<file path="config.mk">
export PLATFORM = sky130hd
export DESIGN_NAME = eeprom_cmd_guard
export DESIGN_NICKNAME = d
export VERILOG_FILES = /design/src/rtl/eeguard_pkg.sv /design/src/rtl/eeguard_dp.sv /design/src/rtl/eeguard_ctrl.sv /design/src/rtl/eeprom_cmd_guard.sv
export SDC_FILE = /design/constraint.sdc
export NUM_CORES = 1
export LEC_CHECK = 0
export ABC_CLOCK_PERIOD_IN_PS = 1700
export BUFFER_PORTS_ARGS = -buffer_cell sky130_fd_sc_hd__buf_2
export CAP_MARGIN = 20
export CORE_ASPECT_RATIO = 2
export CORE_UTILIZATION = 35
export CTS_CLUSTER_SIZE = 12
export DETAILED_ROUTE_END_ITERATION = 10
export GPL_TIMING_DRIVEN = 0
export PLACE_DENSITY = 0.53
export SLEW_MARGIN = 10
export SYNTH_ARGS = -nofsm -noshare
export SYNTH_HDL_FRONTEND = slang
export SYNTH_SLANG_ARGS = --single-unit
export TNS_END_PERCENT = 50
</file>
<file path="constraint.sdc">
create_clock -name clk -period 1.7 [get_ports clk]
set_input_delay 0 -clock clk [delete_from_list [all_inputs] [get_ports clk]]
set_output_delay 0 -clock clk [all_outputs]
set_load 0.005 [all_outputs]
</file>
<file path="src/rtl/eeguard_pkg.sv">
package eeguard_pkg;

  typedef enum logic [1:0] {
    KIND_WRITE = 2'd0,
    KIND_ERASE = 2'd1,
    KIND_ERAL  = 2'd2,
    KIND_WRAL  = 2'd3
  } reqKind_e;

  // strobes from control to datapath
  typedef struct packed {
    logic clear;     // new frame begins
    logic shiftEn;   // take one serial bit
    logic headLoad;  // snapshot op-code and address
    logic latchOut;  // load request address/data outputs
  } dpStrobe_t;

endpackage

</file>
<file path="src/rtl/eeguard_dp.sv">
module eeguard_dp
  import eeguard_pkg::*;
#(
  parameter int ADDR_W = 9,
  parameter int DATA_W = 8
) (
  input  logic              clk,
  input  logic              rstN,
  input  dpStrobe_t         strobe,
  input  logic              sdIn,
  output logic [1:0]        opCode,
  output logic [1:0]        addrTop,
  output logic              headValid,
  output logic [ADDR_W-1:0] outAddr,
  output logic [DATA_W-1:0] outData
);
  localparam int HEAD_W  = 2 + ADDR_W;
  localparam int FRAME_W = HEAD_W + DATA_W;

  logic [FRAME_W-1:0] shiftReg, nextShift;
  logic [HEAD_W-1:0]  headReg;

  assign nextShift = {shiftReg[FRAME_W-2:0], sdIn};
  assign opCode    = headReg[HEAD_W-1 -: 2];
  assign addrTop   = headReg[ADDR_W-1 -: 2];

  always_ff @(posedge clk) begin
    if (!rstN) begin
      shiftReg  <= '0;
      headReg   <= '0;
      headValid <= 1'b0;
      outAddr   <= '0;
      outData   <= '0;
    end else begin
      if (strobe.clear) begin
        shiftReg  <= '0;
        headValid <= 1'b0;
      end else if (strobe.shiftEn) begin
        shiftReg <= nextShift;
        if (strobe.headLoad) begin
          headReg   <= nextShift[HEAD_W-1:0];
          headValid <= 1'b1;
        end
      end
      if (strobe.latchOut) begin
        outAddr <= headReg[ADDR_W-1:0];
        outData <= shiftReg[DATA_W-1:0];
      end
    end
  end

  // op-code and address are held once the header has been taken
  a_r3_head_capture: assert property (@(posedge clk) disable iff (!rstN)
    (strobe.shiftEn && strobe.headLoad && !strobe.clear) |=> headValid);

  // a fresh frame forgets any earlier header
  a_r2_clear_head: assert property (@(posedge clk) disable iff (!rstN)
    strobe.clear |=> !headValid);

endmodule

</file>
<file path="src/rtl/eeguard_ctrl.sv">
module eeguard_ctrl
  import eeguard_pkg::*;
#(
  parameter int ADDR_W = 9,
  parameter int DATA_W = 8
) (
  input  logic       clk,
  input  logic       rstN,
  input  logic       csIn,
  input  logic       sclkIn,
  input  logic       sdIn,
  input  logic [1:0] opCode,
  input  logic [1:0] addrTop,
  input  logic       headValid,
  output dpStrobe_t  strobe,
  output logic       commitPulse,
  output logic       abortPulse,
  output reqKind_e   commitKind
);
  localparam int HEAD_CNT_I = 3 + ADDR_W;
  localparam int FULL_CNT_I = HEAD_CNT_I + DATA_W;
  localparam int CNT_W      = $clog2(FULL_CNT_I + 1) + 1;
  localparam logic [CNT_W-1:0] HEAD_CNT = CNT_W'(HEAD_CNT_I);
  localparam logic [CNT_W-1:0] FULL_CNT = CNT_W'(FULL_CNT_I);
  localparam logic [CNT_W-1:0] CNT_MAX  = '1;

  logic             csPrev, sclkPrev, active;
  logic [CNT_W-1:0] cnt;
  logic             sclkRise, csFall, startEdge, isModify, evaluate;
  logic [CNT_W-1:0] expCnt;
  reqKind_e         kind;

  assign sclkRise  = sclkIn && !sclkPrev;
  assign csFall    = csPrev && !csIn;
  assign startEdge = !active && csIn && sclkRise && sdIn;

  always_comb begin
    strobe          = '0;
    strobe.clear    = startEdge;
    strobe.shiftEn  = active && csIn && sclkRise;
    strobe.headLoad = strobe.shiftEn && (cnt == HEAD_CNT - 1'b1);
    strobe.latchOut = evaluate;
  end

  // instruction decode for the count check
  always_comb begin
    isModify = 1'b0;
    expCnt   = FULL_CNT;
    kind     = KIND_WRITE;
    unique case (opCode)
      2'b01: begin isModify = 1'b1; kind = KIND_WRITE; expCnt = FULL_CNT; end
      2'b11: begin isModify = 1'b1; kind = KIND_ERASE; expCnt = HEAD_CNT; end
      2'b00: begin
        if (addrTop == 2'b10) begin
          isModify = 1'b1; kind = KIND_ERAL; expCnt = HEAD_CNT;
        end else if (addrTop == 2'b01) begin
          isModify = 1'b1; kind = KIND_WRAL; expCnt = FULL_CNT;
        end
      end
      default: isModify = 1'b0;
    endcase
  end

  assign evaluate = csFall && active && headValid && isModify;

  always_ff @(posedge clk) begin
    if (!rstN) begin
      csPrev      <= 1'b0;
      sclkPrev    <= 1'b0;
      active      <= 1'b0;
      cnt         <= '0;
      commitPulse <= 1'b0;
      abortPulse  <= 1'b0;
      commitKind  <= KIND_WRITE;
    end else begin
      csPrev      <= csIn;
      sclkPrev    <= sclkIn;
      commitPulse <= evaluate && (cnt == expCnt);
      abortPulse  <= evaluate && (cnt != expCnt);
      if (evaluate) commitKind <= kind;
      if (csFall) begin
        active <= 1'b0;
        cnt    <= '0;
      end else if (startEdge) begin
        active <= 1'b1;
        cnt    <= CNT_W'(1);
      end else if (strobe.shiftEn && cnt != CNT_MAX) begin
        cnt <= cnt + 1'b1;
      end
    end
  end

  // commit lasts one cycle
  a_r9_single_pulse: assert property (@(posedge clk) disable iff (!rstN)
    commitPulse |=> !commitPulse);

  // commit follows chip select going low
  a_r9_after_cs_fall: assert property (@(posedge clk) disable iff (!rstN)
    commitPulse |-> (!$past(csIn) && $past(csIn, 2)));

  // a frame is either committed or aborted, never both
  a_r7_exclusive: assert property (@(posedge clk) disable iff (!rstN)
    !(commitPulse && abortPulse));

  // within a frame the count never goes back
  a_r8_no_wrap: assert property (@(posedge clk) disable iff (!rstN)
    (active && $past(active)) |-> (cnt >= $past(cnt)));

  // a frame only opens on a 1 on data in
  a_r2_start_is_one: assert property (@(posedge clk) disable iff (!rstN)
    $rose(active) |-> $past(sdIn));

endmodule

</file>
<file path="src/rtl/eeprom_cmd_guard.sv">
module eeprom_cmd_guard
  import eeguard_pkg::*;
#(
  parameter bit ORG_X16   = 1'b0,
  parameter int ADDR_W_X8 = 9,
  localparam int ADDR_W   = ORG_X16 ? ADDR_W_X8 - 1 : ADDR_W_X8,
  localparam int DATA_W   = ORG_X16 ? 16 : 8
) (
  input  logic              clk,
  input  logic              rstN,
  input  logic              csIn,
  input  logic              sclkIn,
  input  logic              sdIn,
  output logic              reqValid,
  output logic [1:0]        reqKind,
  output logic [ADDR_W-1:0] reqAddr,
  output logic [DATA_W-1:0] reqData,
  output logic              abortPulse
);
  dpStrobe_t  strobe;
  logic [1:0] opCode, addrTop;
  logic       headValid;
  reqKind_e   commitKind;

  eeguard_ctrl #(.ADDR_W(ADDR_W), .DATA_W(DATA_W)) uCtrl (
    .clk(clk), .rstN(rstN), .csIn(csIn), .sclkIn(sclkIn), .sdIn(sdIn),
    .opCode(opCode), .addrTop(addrTop), .headValid(headValid),
    .strobe(strobe), .commitPulse(reqValid), .abortPulse(abortPulse),
    .commitKind(commitKind)
  );

  eeguard_dp #(.ADDR_W(ADDR_W), .DATA_W(DATA_W)) uDp (
    .clk(clk), .rstN(rstN), .strobe(strobe), .sdIn(sdIn),
    .opCode(opCode), .addrTop(addrTop), .headValid(headValid),
    .outAddr(reqAddr), .outData(reqData)
  );

  assign reqKind = commitKind;

endmodule

</file>
==> flow_summary_export.csv, run 1 <==
group,metric,value,unit
status,outcome,"complete, no violations",
yosys,synth.largest_area_cell,"sky130_fd_sc_hd__dfxtp_1",
global_routing,grt_antenna_before_repair,0,
route,route.detailed.wl_per_inst,14.15,um
route,drtPass1Iterations,4,
sta,setup_viol,0,
global_routing,maximum_number_of_pins_on_one_net_before_global_route_repair,17,
worst_hold_path,timing.hold.worst_path_depth,3,
yosys,async_reset_ff_frac,0,
clocking,cts_tree,"yes",
power_and_ir_drop,clock_power_share,0.472,
global_routing,grt_first_pass_wirelength,8.652,mm
route,via_per_inst,5.022,
yosys,yosys_register_bits,52,
worst_hold_path,min_path_type,"in -> reg",
power_and_ir_drop,internal-power,1.933,mW
floorplanning,boundaryPins,26,
setup_path,worst-r2r-cell-count,7,
setup_path,crit_fanout,10,
final_layout,num-nets-final,299,
floorplanning,num_rows,41,
sta,clock-skew-final,0.003646,ns
global_routing,track_usage,0.1691,
clocking,cts.reportedPaths.clkPinSlew,0.07,ns
sta,max-slew-margin-rel,0.6631,
yosys,synth.top_cells.by_area,"sky130_fd_sc_hd__dfxtp_1 (45%), sky130_fd_sc_hd__mux2i_1 (14%), sky130_fd_sc_hd__nand2_1 (10%), sky130_fd_sc_hd__ha_1 (5.4%), sky130_fd_sc_hd__a21oi_1 (3.5%)",
sta,maxSlewViolCount,0,
route,detail-route-antenna-nets,0,
yosys,count_of_flip_flops_with_a_built_in_enable_after_synthesis,0,
power_and_ir_drop,switching_share,0.2111,
power_and_ir_drop,net-switching-power,0.5174,mW
clocking,cts-buffers-inserted,5,
clocking,clockBufferDepth,2,
yosys,yosysUniqueCellTypes,41,
setup_path,worst_reg2reg_path_startpoint,"uDp.headReg[10]",
final_layout,layout-area-overhead-vs-synth,19.84,%
clocking,worst_skew_pair.late_latency,0.29,ns
yosys,synth.cell_area,2321,um2
setup_path,cp_data_arrival_time,1.83,ns
floorplanning,dieArea,6980,um2
job,cap_viol_max_count,0,
worst_hold_path,timing.hold.worst_endpoint,"uDp.shiftReg[0]",
floorplanning,floorplan.die.width,59.58,um
yosys,yosysSeqAreaShare,0.4485,
power_and_ir_drop,comb_power_share,0.029,
global_routing,global_route.overflow_total,0,
power_and_ir_drop,leakagePower,1.128,nW
yosys,yosysTopAreaCellShare,0.4485,
clocking,ctsHtreeMaxLevel,2,
yosys,synth_warnings,0,
power_and_ir_drop,power_frac_seq,0.499,
setup_path,end_kind,"flip-flop",
power_and_ir_drop,power.density,881.0,nW/um2
setup_path,timing.rr.end,"uDp.outAddr[7]",
floorplanning,core_area,6361,um2
route,via_count,1863,
floorplanning,initial_utilization,0.3649,
final_layout,layout-drive-gt1-share,0.1930,
clocking,tritoncts_num_sinks,52,
route,route.detailed.drc,0,
setup_path,crit_type,"reg -> reg",
placed_design,place_worst_setup_slack,-0.1347,ns
floorplanning,die_h,117.2,um
setup_path,worst-r2r-setup-slack,0.05,ns
route,drt_iter0_drc,67,
placed_design,place_congestion,0.8303,
sta,report.final.hold_viol_count,0,
setup_path,worst-endpoint-required,1.88,ns
sta,max_freq,606.9,MHz
yosys,synthesis.nets,263,
worst_hold_path,start_point_of_the_worst_hold_path,"sdIn",
clocking,cts.root.buffer_cell,"sky130_fd_sc_hd__clkbuf_16",
sta,post-route-period-util,0.9692,
placed_design,place_hpwl,3.869,mm
placed_design,buffer_ports.inserted,25,
route,wirelength,5.251,mm
final_layout,diodes,0,
sta,final_setup_margin,0.05233,ns
sta,worst_pin_slew,0.5054,ns
sta,rsz_0062_raised_after_global_routing,"no",
sta,layout_min_cycle_time,1.648,ns
power_and_ir_drop,worst_ir_drop_vdd,840.0,uV
global_routing,first_global_vias,1784,
yosys,post_synthesis_cells,248,
yosys,synth_area_per_cell,9.359,um2
setup_path,crit_path_launch_type,"flip-flop",
sta,hold-worst-slack,0.01410,ns
yosys,ys.flop_type,"sky130_fd_sc_hd__dfxtp_1",
[Yosys cell counts, drive strengths merged (3+ instances only)]
| master | number |
|---|---|
| a21oi | 16 |
| and3 | 3 |
| buf | 10 |
| clkbuf | 5 |
| dfxtp | 52 |
| ha | 10 |
| inv | 9 |
| mux2i | 32 |
| nand2 | 64 |
| nand4b | 5 |
| nor3 | 4 |
| o2111ai | 3 |
| o21ai | 4 |
[area by class of cell]
class                      count  area (um2)
buffer                        15       95.09
clock buffer                   5       125.1
clock inverter                 3       42.54
fill                         684        3580
inverter                       9       33.78
multi-input combinational    172        1170
sequential                    52        1050
tap                           86       107.6
timing repair buffer          29       157.7
[routing by layer]
layer,track usage,vias up,part of all wire
met3,0.03297,9,0.026
met1,0.1766,893,0.37
li1,-,936,-
met4,0.08992,0,0.025
met5,0,-,0
met2,0.3079,25,0.57
[per-stage QoR]
| step | setup TNS (ns) | area [um2] | util | power [mW] | instances |
|---|---|---|---|---|---|
| finish | 0 | 2781 | 0.4373 | 2.450 | 371 |
| detailed placement | -1.255 | 2554 | 0.4015 | 1.325 | 359 |
| global route | 0 | 2781 | 0.4373 | 2.545 | 371 |
| global placement | -1.168 | 2554 | 0.4015 | 1.325 | 359 |
| CTS | 0 | 2759 | 0.4337 | 2.491 | 370 |
| floorplan | 0 | 2321 | - | 1.295 | 248 |
[critical path, stage by stage, from the launching register on]
cell and delay, ns:
sky130_fd_sc_hd__dfxtp_4 0.36, sky130_fd_sc_hd__inv_1 0.07, sky130_fd_sc_hd__ha_1 0.17, sky130_fd_sc_hd__or2_1 0.28, sky130_fd_sc_hd__o211a_1 0.26, sky130_fd_sc_hd__buf_6 0.13, sky130_fd_sc_hd__buf_12 0.14, sky130_fd_sc_hd__mux2i_1 0.11
[registers in the layout, indices dropped and copies added (netlist names)]
name               count
uCtrl.commitKind       2
uDp.shiftReg          10
uCtrl.abortPulse       1
uDp.outAddr            9
uDp.headValid          1
uDp.outData            8
uCtrl.cnt              6
uCtrl.active           1
uCtrl.commitPulse      1
uDp.headReg           11
uCtrl.sclkPrev         1
uCtrl.csPrev           1
[cells in the final DEF, fill, tap and decap left out, types with 2 or more instances in the layout]
| cell | Yosys | routed |
|---|---|---|
| sky130_fd_sc_hd__ha_1 | 10 | 9 |
| sky130_fd_sc_hd__nand4b_1 | 5 | 5 |
| sky130_fd_sc_hd__dfxtp_4 | 0 | 2 |
| sky130_fd_sc_hd__nor3_1 | 4 | 4 |
| sky130_fd_sc_hd__nand2_1 | 64 | 64 |
| sky130_fd_sc_hd__a41oi_1 | 2 | 2 |
| sky130_fd_sc_hd__nand2b_1 | 2 | 2 |
| sky130_fd_sc_hd__and2_1 | 2 | 2 |
| sky130_fd_sc_hd__a21oi_1 | 16 | 16 |
| sky130_fd_sc_hd__a211oi_1 | 2 | 2 |
| sky130_fd_sc_hd__buf_2 | 6 | 31 |
| sky130_fd_sc_hd__o21ai_0 | 3 | 3 |
| sky130_fd_sc_hd__a31oi_1 | 2 | 2 |
| sky130_fd_sc_hd__mux2i_1 | 32 | 32 |
| sky130_fd_sc_hd__buf_4 | 0 | 3 |
| sky130_fd_sc_hd__o2111ai_1 | 3 | 3 |
| sky130_fd_sc_hd__clkbuf_1 | 5 | 5 |
| sky130_fd_sc_hd__buf_6 | 2 | 2 |
| sky130_fd_sc_hd__clkbuf_16 | 0 | 5 |
| sky130_fd_sc_hd__inv_1 | 9 | 9 |
| sky130_fd_sc_hd__and3_1 | 3 | 3 |
| sky130_fd_sc_hd__dfxtp_1 | 52 | 49 |
| sky130_fd_sc_hd__and4b_1 | 2 | 2 |
| sky130_fd_sc_hd__a311oi_1 | 2 | 2 |
[logic make-up (layout without fill, tap and decap cells)]
| kind of cell | Yosys count | after routing | share of synthesized area |
|---|---|---|---|
| compound gates | 34 | 34 | 0.09434 |
| fa+ha+maj | 10 | 10 | 0.05391 |
| buf+inv | 24 | 61 | 0.05552 |
| flops | 52 | 52 | 0.4485 |
| mux | 32 | 32 | 0.1380 |
| simple gates | 96 | 96 | 0.2097 |
[how the worst max path moves through the flow]
stage                         start        endpoint  slack, ns  cells past startpoint
global placement     uDp.headReg[9]  uDp.outAddr[5]      -0.13                      7
global route        uDp.headReg[10]  uDp.outAddr[3]      0.006                      7
CTS                  uDp.headReg[9]  uDp.outData[6]       0.03                      7
finish              uDp.headReg[10]  uDp.outAddr[7]       0.05                      7
floorplan            uDp.headReg[9]  uDp.outAddr[5]       0.11                      7
detailed placement   uDp.headReg[9]  uDp.outAddr[6]      -0.13                      7
[repair_timing]
item / 4_1_cts / 5_1_grt
cloned: 0 / 0
setup endpoints to repair: 16 / 14
pin swaps: 1 / 0
endpoints found under the hold margin: 1 / 0
buffers inserted: 2 / 1
resized for setup: 5 / 4
hold buffers: 1 / 0
[power groups by stage]
stage	logic, mW	registers (mW)	clock network, mW
floorplan	0.0420	1.25	0
detailed placement	0.0707	1.25	0
global placement	0.0709	1.25	0
global route	0.0804	1.22	1.24
CTS	0.0734	1.22	1.19
finish	0.0709	1.22	1.16
No activity file was read; power rests on OpenSTA's default activity.
==> run 2: changes to the inputs <==
--- a/config.mk
+++ b/config.mk
@@ -9,6 +9,7 @@
 export BUFFER_PORTS_ARGS = -buffer_cell sky130_fd_sc_hd__buf_2
 export CAP_MARGIN = 20
 export CORE_ASPECT_RATIO = 2
+export CORE_MARGIN = 4
 export CORE_UTILIZATION = 35
 export CTS_CLUSTER_SIZE = 12
 export DETAILED_ROUTE_END_ITERATION = 10
==> flow_summary_export.csv, run 2 (same netlist as run 1, synthesis figures left out) <==
group,metric,value,unit
sta,rsz_0062_raised_after_global_routing,"no",
floorplanning,boundaryPins,26,
route,route.detailed.drc,0,
sta,hold-worst-slack,-0.001309,ns
clocking,ctsHtreeMaxLevel,2,
floorplanning,core_area,6361,um2
setup_path,worst_reg2reg_path_startpoint,"uDp.headReg[10]",
power_and_ir_drop,leakagePower,1.132,nW
final_layout,mostFrequentLayoutCell,"sky130_fd_sc_hd__nand2_1",
final_layout,layout-drive-gt1-share,0.2105,
setup_path,end_kind,"flip-flop",
sta,clock-skew-final,0.005385,ns
final_layout,regMostFlops,"uDp.headReg",
global_routing,grt_first_pass_wirelength,8.776,mm
clocking,cts-buffers-inserted,5,
route,detail-route-antenna-nets,0,
final_layout,layout-area-overhead-vs-synth,19.19,%
placed_design,place_hpwl,3.920,mm
route,drt_iter0_drc,172,
setup_path,crit_path_launch_type,"flip-flop",
sta,worst_pin_slew,0.5165,ns
global_routing,track_usage,0.1443,
status,violations,"negative hold slack",
route,via_per_inst,5.022,
floorplanning,initial_utilization,0.3649,
clocking,tritoncts_num_sinks,52,
final_layout,diodes,0,
clocking,clockBufferDepth,2,
setup_path,critical_path_endpoint,"uDp.outData[6]",
worst_hold_path,min_path_type,"in -> reg",
floorplanning,floorplan.die.width,65.58,um
global_routing,grt_antenna_before_repair,0,
setup_path,worst-r2r-setup-slack,0.1,ns
sta,maxSlewViolCount,0,
power_and_ir_drop,power.density,832.9,nW/um2
route,drtPass1Iterations,4,
floorplanning,die_h,123.2,um
clocking,worst_skew_pair.late_latency,0.30,ns
sta,layout_min_cycle_time,1.605,ns
setup_path,worst-endpoint-required,1.89,ns
setup_path,crit_fanout,10,
placed_design,buffer_ports.inserted,25,
power_and_ir_drop,worst_ir_drop_vdd,881.6,uV
sta,post-route-period-util,0.9441,
global_routing,global_route.overflow_total,0,
sta,report.final.hold_viol_count,1,
clocking,cts.root.buffer_cell,"sky130_fd_sc_hd__clkbuf_16",
setup_path,timing.rr.end,"uDp.outData[6]",
setup_path,worst-r2r-cell-count,7,
final_layout,top_regs,"uDp.headReg x11, uDp.shiftReg x10, uDp.outAddr x9",
status,outcome,"complete, but fails checks",
sta,final_setup_margin,0.09504,ns
floorplanning,num_rows,41,
sta,setup_viol,0,
route,route.detailed.wl_per_inst,14.40,um
final_layout,num-nets-final,299,
floorplanning,dieArea,8077,um2
placed_design,place_congestion,0.7745,
setup_path,startpoint,"uDp.headReg[10]",
sta,max_freq,623.1,MHz
clocking,cts.reportedPaths.clkPinSlew,0.07,ns
final_layout,layout.cells.most_common_list,"sky130_fd_sc_hd__nand2_1 (64), sky130_fd_sc_hd__dfxtp_1 (49), sky130_fd_sc_hd__mux2i_1 (32), sky130_fd_sc_hd__buf_2 (31), sky130_fd_sc_hd__a21oi_1 (16)",
setup_path,cp_data_arrival_time,1.79,ns
route,wirelength,5.343,mm
global_routing,first_global_vias,1751,
clocking,cts_tree,"yes",
final_layout,number_of_flip_flops_in_the_largest_register,11,
route,via_count,1863,
sta,max-slew-margin-rel,0.6557,
placed_design,place_worst_setup_slack,-0.1519,ns
setup_path,crit_type,"reg -> reg",
global_routing,maximum_number_of_pins_on_one_net_before_global_route_repair,17,
job,cap_viol_max_count,0,
## run 2: metrics by stage
stage,util,instance area [um2],cells,TNS (ns),total power [mW]
2_1_floorplan,-,2321,248,0,1.295
3_3_place_gp,0.4015,2554,359,-1.156,1.325
3_5_place_dp,0.4015,2554,359,-1.417,1.325
4_1_cts,0.4300,2735,370,0,2.338
5_1_grt,0.4349,2766,371,0,2.391
6_report,0.4349,2766,371,0,2.304
## run 2: layout make-up
class | instances | area [um2]
timing repair buffer | 29 | 157.7
buffer | 15 | 95.09
fill | 689 | 3595
sequential | 52 | 1050
clock buffer | 5 | 125.1
tap | 86 | 107.6
inverter | 9 | 33.78
multi-input combinational | 172 | 1179
clock inverter | 3 | 18.77
## run 2: critical path, cell delays in order (launching register included)
cell and delay (ns):
sky130_fd_sc_hd__dfxtp_4 0.37, sky130_fd_sc_hd__inv_2 0.05, sky130_fd_sc_hd__ha_1 0.17, sky130_fd_sc_hd__or2_4 0.26, sky130_fd_sc_hd__o211a_1 0.26, sky130_fd_sc_hd__buf_6 0.13
sky130_fd_sc_hd__buf_12 0.14, sky130_fd_sc_hd__mux2i_1 0.11
## run 2: power by group
group,total [mW],internal (mW),switching (mW)
clock,1.01,0.544,0.466
combinational,0.0713,0.0217,0.0496
sequential,1.22,1.22,0.00377
total,2.30,1.78,0.520
## run 2: worst min path at each step
stage | startpoint | to | slack, ns | cells past startpoint
after floorplan | csIn | uCtrl.csPrev | 0.12 | 1
after CTS | csIn | uCtrl.csPrev | 0.002 | 2
after global routing | sdIn | uDp.shiftReg[0] | 0.02 | 3
final | csIn | uCtrl.csPrev | -0.001 | 2
after detailed placement | sclkIn | uCtrl.sclkPrev | 0.28 | 2
after global placement | sclkIn | uCtrl.sclkPrev | 0.27 | 2
## run 2: repair_timing
action	CTS	global route
gates cloned	0	0
buffers inserted	2	1
hold buffers	1	0
endpoints found under the setup margin	17	12
hold endpoints to repair	1	0
pin swaps	1	1
gates resized for setup	5	8
## run 2: layer usage
metal	vias up	wire length (um)	track usage
met4	0	104	0.06364
met2	39	3076	0.2749
met1	884	1934	0.1420
met5	-	0	0
met3	6	228	0.03636
li1	934	-	-
==> run 3: changes to the inputs <==
--- a/config.mk
+++ b/config.mk
@@ -10,11 +10,11 @@
 export CAP_MARGIN = 20
 export CORE_ASPECT_RATIO = 2
 export CORE_MARGIN = 4
-export CORE_UTILIZATION = 35
+export CORE_UTILIZATION = 42
 export CTS_CLUSTER_SIZE = 12
 export DETAILED_ROUTE_END_ITERATION = 10
 export GPL_TIMING_DRIVEN = 0
-export PLACE_DENSITY = 0.53
+export PLACE_DENSITY = 0.61
 export SLEW_MARGIN = 10
 export SYNTH_ARGS = -nofsm -noshare
 export SYNTH_HDL_FRONTEND = slang
==> flow_summary_export.csv, run 3 (same netlist as run 1, synthesis figures left out) <==
group,metric,value,unit
status,outcome,"complete, no violations",
route,detail-route-antenna-nets,0,
clocking,clockBufferDepth,2,
route,via_count,1845,
clocking,cts_tree,"yes",
final_layout,diodes,0,
clocking,cts-buffers-inserted,5,
sta,report.final.hold_viol_count,0,
final_layout,regMostFlops,"uDp.headReg",
setup_path,end_kind,"flip-flop",
global_routing,track_usage,0.1676,
sta,max_freq,634.0,MHz
route,wirelength,5.128,mm
placed_design,place_hpwl,3.809,mm
global_routing,maximum_number_of_pins_on_one_net_before_global_route_repair,15,
sta,maxSlewViolCount,0,
route,drtPass1Iterations,4,
clocking,cts.root.buffer_cell,"sky130_fd_sc_hd__clkbuf_8",
floorplanning,core_area,5373,um2
clocking,ctsHtreeMaxLevel,2,
global_routing,first_global_vias,1835,
power_and_ir_drop,worst_ir_drop_vdd,736.6,uV
route,route.detailed.wl_per_inst,14.91,um
route,route.detailed.drc,0,
final_layout,layout-drive-gt1-share,0.1831,
sta,max-slew-margin-rel,0.6128,
setup_path,worst-endpoint-required,1.94,ns
placed_design,place_congestion,0.7525,
setup_path,crit_path_launch_type,"flip-flop",
route,drt_iter0_drc,49,
sta,layout_min_cycle_time,1.577,ns
floorplanning,boundaryPins,26,
sta,final_setup_margin,0.1228,ns
setup_path,startpoint,"uDp.headReg[7]",
final_layout,layout.cells.most_common_list,"sky130_fd_sc_hd__nand2_1 (64), sky130_fd_sc_hd__dfxtp_1 (49), sky130_fd_sc_hd__mux2i_1 (32), sky130_fd_sc_hd__buf_2 (31), sky130_fd_sc_hd__a21oi_1 (16)",
worst_hold_path,start_point_of_the_worst_hold_path,"rstN",
setup_path,crit_fanout,13,
global_routing,grt_first_pass_wirelength,8.687,mm
final_layout,mostFrequentLayoutCell,"sky130_fd_sc_hd__nand2_1",
clocking,worst_skew_pair.late_latency,0.32,ns
sta,hold-worst-slack,0.04082,ns
power_and_ir_drop,power.density,789.8,nW/um2
sta,worst_pin_slew,0.5809,ns
floorplanning,floorplan.die.width,60.57,um
floorplanning,dieArea,6852,um2
floorplanning,num_rows,38,
job,cap_viol_max_count,0,
final_layout,number_of_flip_flops_in_the_largest_register,11,
floorplanning,die_h,113.1,um
final_layout,num-nets-final,300,
worst_hold_path,min_path_type,"in -> reg",
setup_path,cp_data_arrival_time,1.82,ns
route,via_per_inst,5.363,
global_routing,grt_antenna_before_repair,0,
global_routing,global_route.overflow_total,0,
final_layout,layout-area-overhead-vs-synth,15.53,%
sta,post-route-period-util,0.9278,
floorplanning,initial_utilization,0.4320,
clocking,tritoncts_num_sinks,52,
power_and_ir_drop,leakagePower,1.100,nW
placed_design,place_worst_setup_slack,-0.07279,ns
sta,setup_viol,0,
sta,clock-skew-final,0.01005,ns
final_layout,top_regs,"uDp.headReg x11, uDp.shiftReg x10, uDp.outAddr x9",
setup_path,worst_reg2reg_path_startpoint,"uDp.headReg[7]",
setup_path,crit_type,"reg -> reg",
placed_design,buffer_ports.inserted,25,
clocking,cts.reportedPaths.clkPinSlew,0.09,ns
[run 3: critical path, cell delays in order, from the launching register on]
cell and delay, ns:
sky130_fd_sc_hd__dfxtp_2 0.36, sky130_fd_sc_hd__inv_1 0.05, sky130_fd_sc_hd__ha_1 0.32, sky130_fd_sc_hd__nor2b_4 0.19, sky130_fd_sc_hd__o211a_1 0.22, sky130_fd_sc_hd__buf_8 0.18, sky130_fd_sc_hd__mux2i_1 0.19
[run 3: timing repair]
action / CTS / global route
pin swaps: 0 / 1
cloned: 0 / 0
buffers inserted: 2 / 1
endpoints found under the setup margin: 16 / 16
hold buffers: 3 / 0
gates resized for setup: 4 / 5
hold endpoints to repair: 4 / 0
[run 3: where the power goes]
| part | internal [mW] | switching (mW) |
|---|---|---|
| Combinational | 0.0245 | 0.0504 |
| Clock | 0.423 | 0.396 |
| Sequential | 1.22 | 0.00369 |
[run 3: final timing paths]
check | to | slack, ns | depth (start not counted)
worst max register to register | uDp.outData[3] | 0.12 | 6
worst min-delay path | uCtrl.abortPulse | 0.04 | 3
worst max-delay path | uDp.outData[3] | 0.12 | 6
worst min register to register | uDp.headReg[10] | 0.44 | 2
[run 3: layout make-up]
type,instances,area (um2)
fillers,550,2691
well taps,60,75.07
plain buffers,14,78.83
clock inverters,1,30.03
repair buffers,31,177.7
multi-input cells,172,1170
flip-flops and latches,52,1047
inverters,9,33.78
clock buffers,5,68.82
[run 3: stage by stage]
stage	std cells	TNS [ns]	util	area, um2	power (mW)
floorplan	248	0	-	2321	1.295
global placement	333	-0.5298	0.4693	2521	1.323
detailed placement	333	-0.6183	0.4693	2521	1.324
CTS	344	0	0.4979	2675	2.139
global route	344	-0.005993	0.4991	2681	2.192
finish	344	0	0.4991	2681	2.118
[run 3: layer usage]
| metal | share of wire | track usage | vias to the layer above |
|---|---|---|---|
| met3 | 0.029 | 0.03539 | 13 |
| met1 | 0.38 | 0.1797 | 874 |
| met5 | 0 | 0 | - |
| met2 | 0.56 | 0.2945 | 25 |
| li1 | - | - | 933 |
| met4 | 0.028 | 0.08249 | 0 |
